==> src/rtl/nvmStatusPkg.sv <==
package nvmStatusPkg;
  localparam int STATUS_W   = 16;
  localparam int LEVEL_W    = 2;
  localparam int LEVEL_LSB  = 3;
  localparam int READY_BIT  = 2;
  localparam int LOAD_BIT   = 1;
  localparam int PRM_BIT    = 0;
  localparam int USED_W     = LEVEL_LSB + LEVEL_W;

  typedef struct packed {
    logic setLoad;
    logic clrLoad;
    logic setPrm;
    logic clrPrm;
    logic busyGo;
    logic busyEnd;
  } flagStrobes_t;
endpackage

==> src/rtl/nvmStatusCtrl.sv <==
module nvmStatusCtrl
  import nvmStatusPkg::*;
(
  input  logic         clk,
  input  logic         rstN,
  input  logic         cmdLoad,
  input  logic         cmdPageWrite,
  input  logic         cmdBufClear,
  input  logic         cmdSetPrm,
  input  logic         cmdClrPrm,
  input  logic         progStart,
  input  logic         progDone,
  input  logic         sleepEnter,
  input  logic         sleepExit,
  input  logic         sleepPrmEn,
  input  logic         busAccess,
  output flagStrobes_t strobes
);
  logic initDone;

  always_ff @(posedge clk or negedge rstN) begin
    if (!rstN) initDone <= 1'b0;
    else       initDone <= 1'b1;
  end

  always_comb begin
    strobes         = '0;
    strobes.setLoad = cmdLoad;
    strobes.clrLoad = cmdPageWrite | cmdBufClear;
    strobes.setPrm  = cmdSetPrm | (sleepEnter & sleepPrmEn);
    strobes.clrPrm  = busAccess | cmdClrPrm | (sleepExit & sleepPrmEn);
    strobes.busyGo  = progStart;
    strobes.busyEnd = progDone | ~initDone;
  end
endmodule

==> src/rtl/nvmStatusDatapath.sv <==
module nvmStatusDatapath
  import nvmStatusPkg::*;
(
  input  logic               clk,
  input  logic               rstN,
  input  flagStrobes_t       strobes,
  input  logic [LEVEL_W-1:0] fuseLevel,
  input  logic               levelUnlock,
  output logic               readyQ,
  output logic               loadQ,
  output logic               prmQ,
  output logic [LEVEL_W-1:0] fuseQ,
  output logic [LEVEL_W-1:0] activeQ
);
  // Busy/ready: a new operation start takes precedence over completion.
  always_ff @(posedge clk or negedge rstN) begin
    if (!rstN)                readyQ <= 1'b0;
    else if (strobes.busyGo)  readyQ <= 1'b0;
    else if (strobes.busyEnd) readyQ <= 1'b1;
  end

  // Page buffer loaded flag: clear takes precedence.
  always_ff @(posedge clk or negedge rstN) begin
    if (!rstN)                loadQ <= 1'b0;
    else if (strobes.clrLoad) loadQ <= 1'b0;
    else if (strobes.setLoad) loadQ <= 1'b1;
  end

  // Power reduction flag: clear takes precedence.
  always_ff @(posedge clk or negedge rstN) begin
    if (!rstN)               prmQ <= 1'b0;
    else if (strobes.clrPrm) prmQ <= 1'b0;
    else if (strobes.setPrm) prmQ <= 1'b1;
  end

  // Pending fuse value: sampled every edge, reset-free so it is valid in reset.
  always_ff @(posedge clk) begin
    fuseQ <= fuseLevel;
  end

  // Level in force: frozen while unlocked.
  always_ff @(posedge clk or negedge rstN) begin
    if (!rstN)             activeQ <= '0;
    else if (!levelUnlock) activeQ <= fuseLevel;
  end

  a_r3_start_drops_ready: assert property (@(posedge clk) disable iff (!rstN)
    strobes.busyGo |=> !readyQ);
  a_r3_done_raises_ready: assert property (@(posedge clk) disable iff (!rstN)
    (strobes.busyEnd && !strobes.busyGo) |=> readyQ);
  a_r4_load_holds: assert property (@(posedge clk) disable iff (!rstN)
    (loadQ && !strobes.clrLoad) |=> loadQ);
  a_r5_load_clear_wins: assert property (@(posedge clk) disable iff (!rstN)
    strobes.clrLoad |=> !loadQ);
  a_r8_prm_clear_wins: assert property (@(posedge clk) disable iff (!rstN)
    strobes.clrPrm |=> !prmQ);
  a_r6_prm_set: assert property (@(posedge clk) disable iff (!rstN)
    (strobes.setPrm && !strobes.clrPrm) |=> prmQ);
  a_r10_level_frozen: assert property (@(posedge clk) disable iff (!rstN)
    (levelUnlock && $past(rstN)) |=> $stable(activeQ));
endmodule

==> src/rtl/nvmStatusTracker.sv <==
module nvmStatusTracker
  import nvmStatusPkg::*;
(
  input  logic               clk,
  input  logic               rstN,
  input  logic               cmdLoad,
  input  logic               cmdPageWrite,
  input  logic               cmdBufClear,
  input  logic               cmdSetPrm,
  input  logic               cmdClrPrm,
  input  logic               progStart,
  input  logic               progDone,
  input  logic               sleepEnter,
  input  logic               sleepExit,
  input  logic               sleepPrmEn,
  input  logic               busAccess,
  input  logic [LEVEL_W-1:0] fuseLevel,
  input  logic               levelUnlock,
  output logic [STATUS_W-1:0] statusWord,
  output logic [LEVEL_W-1:0]  activeLevel
);
  flagStrobes_t       strobes;
  logic               readyQ;
  logic               loadQ;
  logic               prmQ;
  logic [LEVEL_W-1:0] fuseQ;

  nvmStatusCtrl uCtrl (
    .clk          (clk),
    .rstN         (rstN),
    .cmdLoad      (cmdLoad),
    .cmdPageWrite (cmdPageWrite),
    .cmdBufClear  (cmdBufClear),
    .cmdSetPrm    (cmdSetPrm),
    .cmdClrPrm    (cmdClrPrm),
    .progStart    (progStart),
    .progDone     (progDone),
    .sleepEnter   (sleepEnter),
    .sleepExit    (sleepExit),
    .sleepPrmEn   (sleepPrmEn),
    .busAccess    (busAccess),
    .strobes      (strobes)
  );

  nvmStatusDatapath uData (
    .clk         (clk),
    .rstN        (rstN),
    .strobes     (strobes),
    .fuseLevel   (fuseLevel),
    .levelUnlock (levelUnlock),
    .readyQ      (readyQ),
    .loadQ       (loadQ),
    .prmQ        (prmQ),
    .fuseQ       (fuseQ),
    .activeQ     (activeLevel)
  );

  always_comb begin
    statusWord                                = '0;
    statusWord[LEVEL_LSB +: LEVEL_W]          = fuseQ;
    statusWord[READY_BIT]                     = readyQ;
    statusWord[LOAD_BIT]                      = loadQ;
    statusWord[PRM_BIT]                       = prmQ;
  end

  a_r9_field_tracks_fuse: assert property (@(posedge clk) disable iff (!rstN)
    $past(rstN) |-> statusWord[LEVEL_LSB +: LEVEL_W] == $past(fuseLevel));
  a_r2_flags_low_in_reset: assert property (@(posedge clk)
    !rstN |-> statusWord[READY_BIT:PRM_BIT] == '0);
endmodule

==> config.mk <==
export PLATFORM = sky130hd
export DESIGN_NAME = nvmStatusTracker
export DESIGN_NICKNAME = d
export VERILOG_FILES = /design/src/rtl/nvmStatusPkg.sv /design/src/rtl/nvmStatusCtrl.sv /design/src/rtl/nvmStatusDatapath.sv /design/src/rtl/nvmStatusTracker.sv
export SDC_FILE = /design/constraint.sdc
export NUM_CORES = 1
export LEC_CHECK = 0
export BUFFER_PORTS_ARGS = -buffer_cell sky130_fd_sc_hd__buf_2
export CAP_MARGIN = 20
export CORE_AREA = 10 10 47 49
export DETAILED_ROUTE_END_ITERATION = 12
export DIE_AREA = 0 0 57 59
export PLACE_DENSITY_LB_ADDON = 0.12
export SLEW_MARGIN = 20
export SYNTH_ARGS = -nofsm -noshare
export SYNTH_HDL_FRONTEND = slang
export SYNTH_SLANG_ARGS = --single-unit
==> constraint.sdc <==
create_clock -name clk -period 1 [get_ports clk]
set_input_delay 0.1 -clock clk [delete_from_list [all_inputs] [get_ports clk]]
set_output_delay 0.1 -clock clk [all_outputs]
set_load 0.005 [all_outputs]
==> metrics.md, run 1 <==
| Metric | Value |
|---|---|
| RSZ-0062 raised after global routing | false |
| Commonest non-fill, non-tap cell in the layout | buf_2 |
| Setup crit end | uData.activeQ[0] |
| Area leader, netlist | dfrtp_1 |
| 1st-pass router iterations | 1 |
| Worst endpoint required time | 1.13 ns |
| Worst setup path startpoint | fuseLevel[0] |
| Largest net degree at the start of global routing | 7 |
| Final Hold Fails | 0 |
| Combinational cell fraction of total power | 15.0% |
| Footprint of the multi-input gates | 107.6 µm² |
| Initial antenna violation count | 0 |
| Leak | 0.2754 nW |
| Clock power share | 35.7% |
| Nets | 77 |
| WS Path Type | input port to register |
| FILL cells | 152 |
| Worst-Skew Late Latency | 0.25 ns |
| Via count | 285 |
| Clock transition at the registers of the reported paths | 0.06 ns |
| Wl on met1 | 279 µm |
| Syn Area/Cell | 11.42 µm² |
| Crit path max fanout | 2 |
| Rows | 14 |
| Met2 Wirelength | 484 µm |
| Routed wire length | 907 µm |
| Area grow syn2layout | 40.75% |
| Final Max Slew Viols | 0 |
| Clk_skew | 0.00001676 ns |
| WP data arrival | 1.00 ns |
| Global Route Usage Sum | 5.701% |
| H-Tree Depth | 1 |
| Setup violations, final | 0 |
| 1st-iter DRT viols | 0 |
| Result of the run | finished, final reports clean |
| Maxcap violations | 0 |
| Cell area after synthesis | 365.4 µm² |
| Pwr dens | 1386 nW/µm² |
| Internal power | 0.5567 mW |
| Share of cells above drive strength 1 | 46.67% |
| Yosys top cell area share | 41.10% |
| Port Buf Inserts | 22 |
| # Post-CTS Setup Buffers | 0 |
| Antenna-violating nets left | 0 |
| CTS sink count | 8 |
| Via density per instance | 3.750 |
| Storage cell area | 190.2 µm² |
| Die span in x | 57 µm |
| Top post-synthesis cells by area | dfrtp_1, buf_4, dfxtp_1, mux2_2, a2111oi_2 |
| # diodes | 0 |
| Hold Crit Class | input port to register |
| Seq/Total Area, Yosys | 52.05% |
| Min Tclk post-route | 0.8684 ns |
| Initial core utilization | 26.07% |
| Clk buf depth | 2 |
| Synth cell types | 10 |
| CTS tree | yes |
| F_max | 1.152 GHz |
| Syn Inst Count | 32 |
| Total Power | 0.7129 mW |
| Worst IR drop on VDD | 0.7270 mV |
| Core ar. | 1401 µm² |
| WL per Instance | 11.93 µm |
| Fin Setup TNS | 0 ns |
| Met3 routed wirelength | 142 µm |
| Die area | 3363 µm² |
| Switching Fraction | 21.91% |
| CP startpoint kind | input port |
| First-pass GRT wire length | 1497 µm |
| Synthesis-stage register bit count | 8 |
| DIE HEIGHT | 59 µm |
| Final GP Congestion | 0.6928 |
| DR top layer | met3 |
| Post-route clock period utilization | 86.84% |
| Vias in the first global route | 315 |
| Worst reg-to-reg setup slack | 0.22 ns |
| R2R cell count | 2 |
| P_sw | 0.1562 mW |
| Crit Reg-Reg Startpoint | uData.prmQ |
| Grt total ovfl | 0 |
| Hpwl dp | 785.8 µm |
| Ys Warns | 0 |
| CTS Buf Count | 3 |
| Io pins | 34 |
| Critical Path End Type | register |
| Root Buffer | clkbuf_4 |
| Most frequent cells in the layout | buf_2, conb_1, dlygate4sd3_1, dfrtp_1, clkbuf_4 |
| Reg-to-Reg End | uData.prmQ |
| Remaining DRCs | 0 |
| Sequential share of power | 49.3% |
==> how the worst min path moves through the flow <==
| stage | from | to | slack (ns) | depth (start not counted) |
|---|---|---|---|---|
| floorplan | rstN | uCtrl.initDone | -0.20 | 0 |
| global placement | rstN | uData.prmQ | -0.06 | 1 |
| detailed placement | rstN | uData.activeQ[1] | -0.07 | 1 |
| CTS | cmdClrPrm | uData.prmQ | 0.0003 | 2 |
| global route | cmdClrPrm | uData.prmQ | 0.003 | 2 |
| finish | cmdClrPrm | uData.prmQ | 0.01 | 2 |
==> power groups by stage <==
stage | clock network (mW) | logic (mW) | registers [mW]
2_1_floorplan | 0 | 0.0681 | 0.359
3_3_place_gp | 0 | 0.0899 | 0.357
3_5_place_dp | 0 | 0.0891 | 0.358
4_1_cts | 0.273 | 0.107 | 0.352
5_1_grt | 0.295 | 0.122 | 0.354
6_report | 0.254 | 0.107 | 0.352
==> layout make-up <==
class	count	share of cell area (%)
clock buffers	4	5.109
multi-input cells	20	20.92
flip-flops and latches	8	36.98
well taps	16	3.893
repair buffers	28	33.09
==> synthesized netlist by cell type <==
cell	count
buf_4	14
dfrtp_1	6
conb_1	2
dfxtp_1	2
mux2_2	2
nor2_1	2
a2111oi_2	1
a211oi_1	1
a21oi_1	1
nor3_1	1
==> timing repair <==
| action | 4_1_cts | 5_1_grt |
|---|---|---|
| hold endpoints to repair | 10 | 0 |
| gates resized for setup | 0 | 0 |
| endpoints found under the setup margin | 0 | 0 |
| hold buffers | 6 | 0 |
==> metal layers <==
layer | vias up | track usage (%)
met4 | 0 | 1.007
met3 | 0 | 6.009
met5 | - | 0
met2 | 19 | 9.767
met1 | 133 | 4.479
li1 | 133 | -
==> critical path, stage by stage <==
cell	delay, ns
dlygate4sd3_1	0.53
buf_2	0.12
mux2_2	0.24
==> sequential cells by signal, indices dropped and copies added (netlist names) <==
register and flops:
uData.readyQ 1, uData.loadQ 1, uData.prmQ 1, uData.fuseQ 2
uCtrl.initDone 1, uData.activeQ 2
==> per-stage QoR <==
step	setup slack (ns)	cells	utilization, %	hold slack, ns	cell area (µm²)
5_1_grt	0.09967	76	36.70	0.002688	514.2
3_5_place_dp	0.2222	66	30.54	-0.06587	427.9
4_1_cts	0.1268	76	36.70	0.0003492	514.2
3_3_place_gp	0.2394	66	30.54	-0.06492	427.9
6_report	0.1316	76	36.70	0.01068	514.2
2_1_floorplan	0.2587	42	-	-0.1956	402.9
==> logic make-up after synthesis <==
logic type | share of synthesized area [%]
muxes | 6.164
other | 2.056
AOI/OAI and AO/OA | 7.532
buffers and inverters | 28.77
and+or+nand+nor | 3.424
DFF | 52.05
Note: power is estimated with default switching activity, not from simulation.
==> run 2, diff against run 1 <==
- BUFFER_PORTS_ARGS: -buffer_cell sky130_fd_sc_hd__buf_2 -> -buffer_cell sky130_fd_sc_hd__buf_4
==> metrics.md, run 2 (synthesized netlist as in run 1, its figures left out) <==
| Metric | Value |
|---|---|
| CP startpoint kind | input port |
| Critical Path End Type | register |
| Largest stage delay on the critical path | 0.54 ns (about the same) |
| Routed wire length | 1055 µm (+16%) |
| Most frequent cells in the layout | buf_4, conb_1, dlygate4sd3_1, dfrtp_1, clkbuf_4 |
| Final Max Slew Viols | 0 (unchanged) |
| First-pass GRT wire length | 1545 µm (+3.2%) |
| F_max | 1.051 GHz (-8.7%) |
| WS Path Type | input port to register |
| Top flop regs | uData.activeQ: 2 flops, uData.fuseQ: 2 flops |
| Port Buf Inserts | 22 (unchanged) |
| Maxcap violations | 0 (unchanged) |
| Die span in x | 57 µm (unchanged) |
| Clock power share | 34.2% (-1.5 points) |
| Worst setup path startpoint | cmdClrPrm |
| CTS tree | yes |
| Antenna-violating nets left | 0 (unchanged) |
| Worst IR drop on VDD | 1.085 mV (+49%) |
| Clk_skew | 0.00003680 ns (+0.00002004 ns) |
| Clk buf depth | 2 (unchanged) |
| Worst endpoint required time | 1.15 ns (+0.02 ns) |
| Result of the run | finished, final reports clean |
| Final GP Congestion | 0.6492 (-6.3%) |
| Placed instance area | 483.0 µm² (+13%) |
| Grt total ovfl | 0 (unchanged) |
| Largest delay share family, worst path | buffers and inverters |
| 1st-iter DRT viols | 0 (unchanged) |
| Internal power | 0.5904 mW (+6.0%) |
| Worst reg-to-reg setup slack | 0.06 ns (-0.16 ns) |
| Place WS | 0.1987 ns (-0.02349 ns) |
| Cell Chain, Critical Path | dlygate4sd3_1 > buf_4 > a2111oi_4 |
| 1st-pass router iterations | 1 (unchanged) |
| Worst Path Buf+Inv | 2 (unchanged) |
| Sequential share of power | 46.3% (-3.0 points) |
| WL per Instance | 13.53 µm (+13%) |
| CTS Buf Count | 3 (unchanged) |
| Setup violations, final | 0 (unchanged) |
| Die area | 3363 µm² (unchanged) |
| H-Tree Depth | 1 (unchanged) |
| Share of cells above drive strength 1 | 45.16% (-1.5 points) |
| Crit Reg-Reg Startpoint | uData.prmQ |
| Global Route Usage Sum | 5.880% (+0.18 points) |
| Initial antenna violation count | 0 (unchanged) |
| # diodes | 0 (unchanged) |
| Slowest cell on the critical path | dlygate4sd3_1 |
| Pwr dens | 1267 nW/µm² (-8.6%) |
| Combinational cell fraction of total power | 19.5% (+4.5 points) |
| Setup ws final | 0.04873 ns (-0.08288 ns) |
| Fin Setup TNS | 0 ns (unchanged) |
| Largest net degree at the start of global routing | 7 (unchanged) |
| Final Hold Fails | 0 (unchanged) |
| Design Area, Final | 601.8 µm² (+17%) |
| Hpwl dp | 798.5 µm (+1.6%) |
| CTS sink count | 8 (unchanged) |
| Crit path max fanout | 1 (-1) |
| Hold Worst Slack | 0.04423 ns (+0.03354 ns) |
| Min Tclk post-route | 0.9513 ns (+0.08288 ns) |
| Io pins | 34 (unchanged) |
| Switching Fraction | 22.58% (+0.67 points) |
| Worst-Skew Late Latency | 0.25 ns (about the same) |
| Via count | 290 (+1.8%) |
| FILL cells | 137 (-9.9%) |
| Rows | 14 (unchanged) |
| DIE HEIGHT | 59 µm (unchanged) |
| Nets | 79 (+2.6%) |
| WP data arrival | 1.10 ns (+0.10 ns) |
| RSZ-0062 raised after global routing | false |
| Hold Crit Class | input port to register |
| Remaining DRCs | 0 (unchanged) |
| Clock transition at the registers of the reported paths | 0.06 ns (about the same) |
| Initial core utilization | 26.07% (unchanged) |
| Post-route clock period utilization | 95.13% (+8.3 points) |
| Total Power | 0.7626 mW (+7.0%) |
| Root Buffer | clkbuf_4 |
| Area grow syn2layout | 64.73% |
| Commonest non-fill, non-tap cell in the layout | buf_4 |
| Leak | 0.3021 nW (+9.7%) |
| P_sw | 0.1722 mW (+10%) |
| Min-delay src | sleepExit |
| Vias in the first global route | 363 (+15%) |
| Core ar. | 1401 µm² (unchanged) |
| Via density per instance | 3.718 (-0.85%) |
-- run 2: cell types whose count changed in the layout (fill, tap and decap cells not counted) --
cell / delta
buf_2: -22
buf_4: +22
dlygate4sd3_1: +2
a2111oi_2: -1
a2111oi_4: +1
-- run 2: final timing paths --
path                                          to  cells after the start
worst max-delay path                  uData.prmQ                      3
worst min-delay path                  uData.prmQ                      2
worst max register to register        uData.prmQ                      2
worst min register to register      uData.readyQ                      1
max in group asynchronous       uData.activeQ[0]                      2
min in group asynchronous             uData.prmQ                      2
-- run 2: power groups by stage --
stage          registers (mW)  logic, mW  clock network, mW
5_1_grt                 0.354      0.164              0.287
3_3_place_gp            0.358      0.117                  0
4_1_cts                 0.353      0.141              0.275
3_5_place_dp            0.358      0.116                  0
6_report                0.353      0.149              0.261
2_1_floorplan           0.359     0.0681                  0
-- run 2: what timing repair did --
item,CTS,global route
hold buffers,8,0
resized for setup,0,1
hold endpoints to repair,11,0
setup endpoints to repair,0,1
buffers inserted,0,0
-- run 2: area by class of cell --
| cell class | count | area [µm²] | area share, % |
|---|---|---|---|
| clock buffers | 4 | 26.28 | 4.366 |
| multi-input cells | 20 | 120.1 | 19.96 |
| flip-flops and latches | 8 | 190.2 | 31.60 |
| well taps | 16 | 20.02 | 3.326 |
| repair buffers | 30 | 245.2 | 40.75 |
-- run 2: stage by stage --
stage               cells  utilization [%]
finish                 78            42.95
global route           78            42.95
CTS                    78            42.05
detailed placement     66            34.46
global placement       66            34.46
floorplan              42                -
-- run 2: per-layer routing --
metal	vias up	wire length (µm)	GRT usage, %
met1	134	284	3.883
met5	-	0	0
met2	19	614	11.16
met3	0	156	6.009
met4	0	0	1.007
li1	137	-	-
==> run 3, diff against run 2 <==
- SETUP_SLACK_MARGIN: default -> 0.2
==> metrics.md, run 3 (synthesized netlist as in run 1, its figures left out) <==
| Metric | Value |
|---|---|
| Core ar. | 1401 µm² (unchanged) |
| Post-layout util | 43.04% (+0.089 points) |
| Final GP Congestion | 0.6492 (unchanged) |
| Via density per instance | 3.740 (+0.60%) |
| Vias in the first global route | 355 (-2.2%) |
| CTS sink count | 8 (unchanged) |
| Final Hold Fails | 0 (unchanged) |
| Share of cells above drive strength 1 | 50.82% (+5.7 points) |
| Hold Crit Class | input port to register |
| Grt total ovfl | 0 (unchanged) |
| Post-route clock period utilization | 85.78% (-9.3 points) |
| Final Max Slew Viols | 0 (unchanged) |
| Initial antenna violation count | 0 (unchanged) |
| Worst endpoint required time | 0.90 ns (-0.25 ns) |
| Rows | 14 (unchanged) |
| WP data arrival | 0.76 ns (-0.34 ns) |
| Global Route Usage Sum | 5.839% (-0.041 points) |
| Most frequent cells in the layout | buf_4, conb_1, dlygate4sd3_1, dfrtp_1, buf_6 |
| F_max | 1.166 GHz (+11%) |
| Worst Path Buf+Inv | 1 (-1) |
| Top flop regs | uData.activeQ: 2 flops, uData.fuseQ: 2 flops |
| Nets | 78 (-1.3%) |
| Hpwl dp | 798.5 µm (unchanged) |
| Die span in x | 57 µm (unchanged) |
| Routed wire length | 990 µm (-6.2%) |
| Hold_buf cts | 6 (-2) |
| Min Tclk post-route | 0.8578 ns (-0.09346 ns) |
| # diodes | 0 (unchanged) |
| Die area | 3363 µm² (unchanged) |
| Setup violations, final | 0 (unchanged) |
| Worst Hold Path EP | uData.prmQ |
| Worst IR drop on VDD | 1.091 mV (+0.61%) |
| Leak | 0.3046 nW (+0.84%) |
| Reg-to-Reg End | uData.prmQ |
| H-Tree Depth | 1 (unchanged) |
| Critical Path End Type | output port |
| Area grow syn2layout | 65.07% |
| Largest net degree at the start of global routing | 7 (unchanged) |
| CTS Buf Count | 3 (unchanged) |
| 1st-pass router iterations | 1 (unchanged) |
| RSZ-0062 raised after global routing | true |
| WS Path Type | register to output port |
| Hold path depth | 2 (unchanged) |
| Slowest cell on the critical path | dfrtp_1 |
| Min-delay src | cmdClrPrm |
| Crit Reg-Reg Startpoint | uData.prmQ |
| FILL cells | 138 (+0.73%) |
| Design Area, Final | 603.1 µm² (+0.21%) |
| Clk_skew | 0.00003672 ns (-0.00000008330 ns) |
| Io pins | 34 (unchanged) |
| Worst reg-to-reg setup slack | 0.19 ns (+0.13 ns) |
| Initial core utilization | 26.07% (unchanged) |
| Placed instance area | 483.0 µm² (unchanged) |
| CTS tree | yes |
| 1st-iter DRT viols | 0 (unchanged) |
| Worst-Skew Late Latency | 0.25 ns (about the same) |
| DIE HEIGHT | 59 µm (unchanged) |
| Root Buffer | clkbuf_4 |
| Largest delay share family, worst path | flip-flops |
| Remaining DRCs | 0 (unchanged) |
| Cell Chain, Critical Path | buf_6 |
| Clk buf depth | 2 (unchanged) |
| Hold Worst Slack | 0.004451 ns (-0.03978 ns) |
| WL per Instance | 12.86 µm (-4.9%) |
| Commonest non-fill, non-tap cell in the layout | buf_4 |
| R2R cell count | 2 (unchanged) |
| Port Buf Inserts | 22 (unchanged) |
| Pwr dens | 1262 nW/µm² (-0.39%) |
| Clock transition at the registers of the reported paths | 0.06 ns (about the same) |
| Largest stage delay on the critical path | 0.39 ns (-0.15 ns) |
| Crit path max fanout | 2 (+1) |
| Result of the run | finished, final reports clean |
| Antenna-violating nets left | 0 (unchanged) |
| CP startpoint kind | register |
| First-pass GRT wire length | 1524 µm (-1.4%) |
| Via count | 288 (-0.69%) |
| Fin Setup TNS | 0 ns (unchanged) |
| Maxcap violations | 0 (unchanged) |
==> run 3: changes by cell type in the layout (fill, tap and decap cells not counted), sizes merged <==
cell	before	now
dlygate4sd3	8	6
buf	22	23
==> run 3: power by group <==
group	switching [mW]	internal [mW]	total (mW)
clock network	0.105	0.152	0.257
registers	0.0113	0.344	0.355
logic	0.0503	0.0987	0.149
total	0.166	0.595	0.761
==> run 3: area by class of cell <==
cell class	instances	area (µm²)	area share (%)
sequential	8	190.2	31.54
clock buffer	4	26.28	4.357
timing repair buffer	29	251.5	41.70
multi-input combinational	20	115.1	19.09
tap	16	20.02	3.320
==> run 3: through the flow <==
stage | total power [mW] | instances | worst slack, ns
detailed placement | 0.4743 | 66 | 0.1987
floorplan | 0.4268 | 42 | 0.2587
CTS | 0.7735 | 76 | 0.1207
global placement | 0.4753 | 66 | 0.2084
global route | 0.8085 | 77 | 0.1034
finish | 0.7611 | 77 | 0.1422
==> run 3: what timing repair did <==
item	CTS	global route
resized for setup	5	2
setup endpoints to repair	6	7
setup buffers	0	1
endpoints found under the hold margin	11	1
pin swaps	0	0
==> run 3: how the worst max path moves through the flow <==
stage,start,endpoint,slack (ns),depth (start not counted)
3_3_place_gp,uData.prmQ,uData.prmQ,0.21,2
5_1_grt,uData.prmQ,statusWord[0],0.10,1
2_1_floorplan,uData.prmQ,uData.prmQ,0.26,2
6_report,uData.prmQ,statusWord[0],0.14,1
4_1_cts,uData.prmQ,statusWord[0],0.12,1
3_5_place_dp,uData.prmQ,uData.prmQ,0.20,2
==> run 3: layer usage <==
metal | track usage, % | up-vias | wire length [µm]
met2 | 11.32 | 17 | 565
li1 | - | 135 | -
met5 | 0 | - | 0
met4 | 1.007 | 0 | 0
met3 | 6.009 | 0 | 145
met1 | 3.645 | 136 | 278
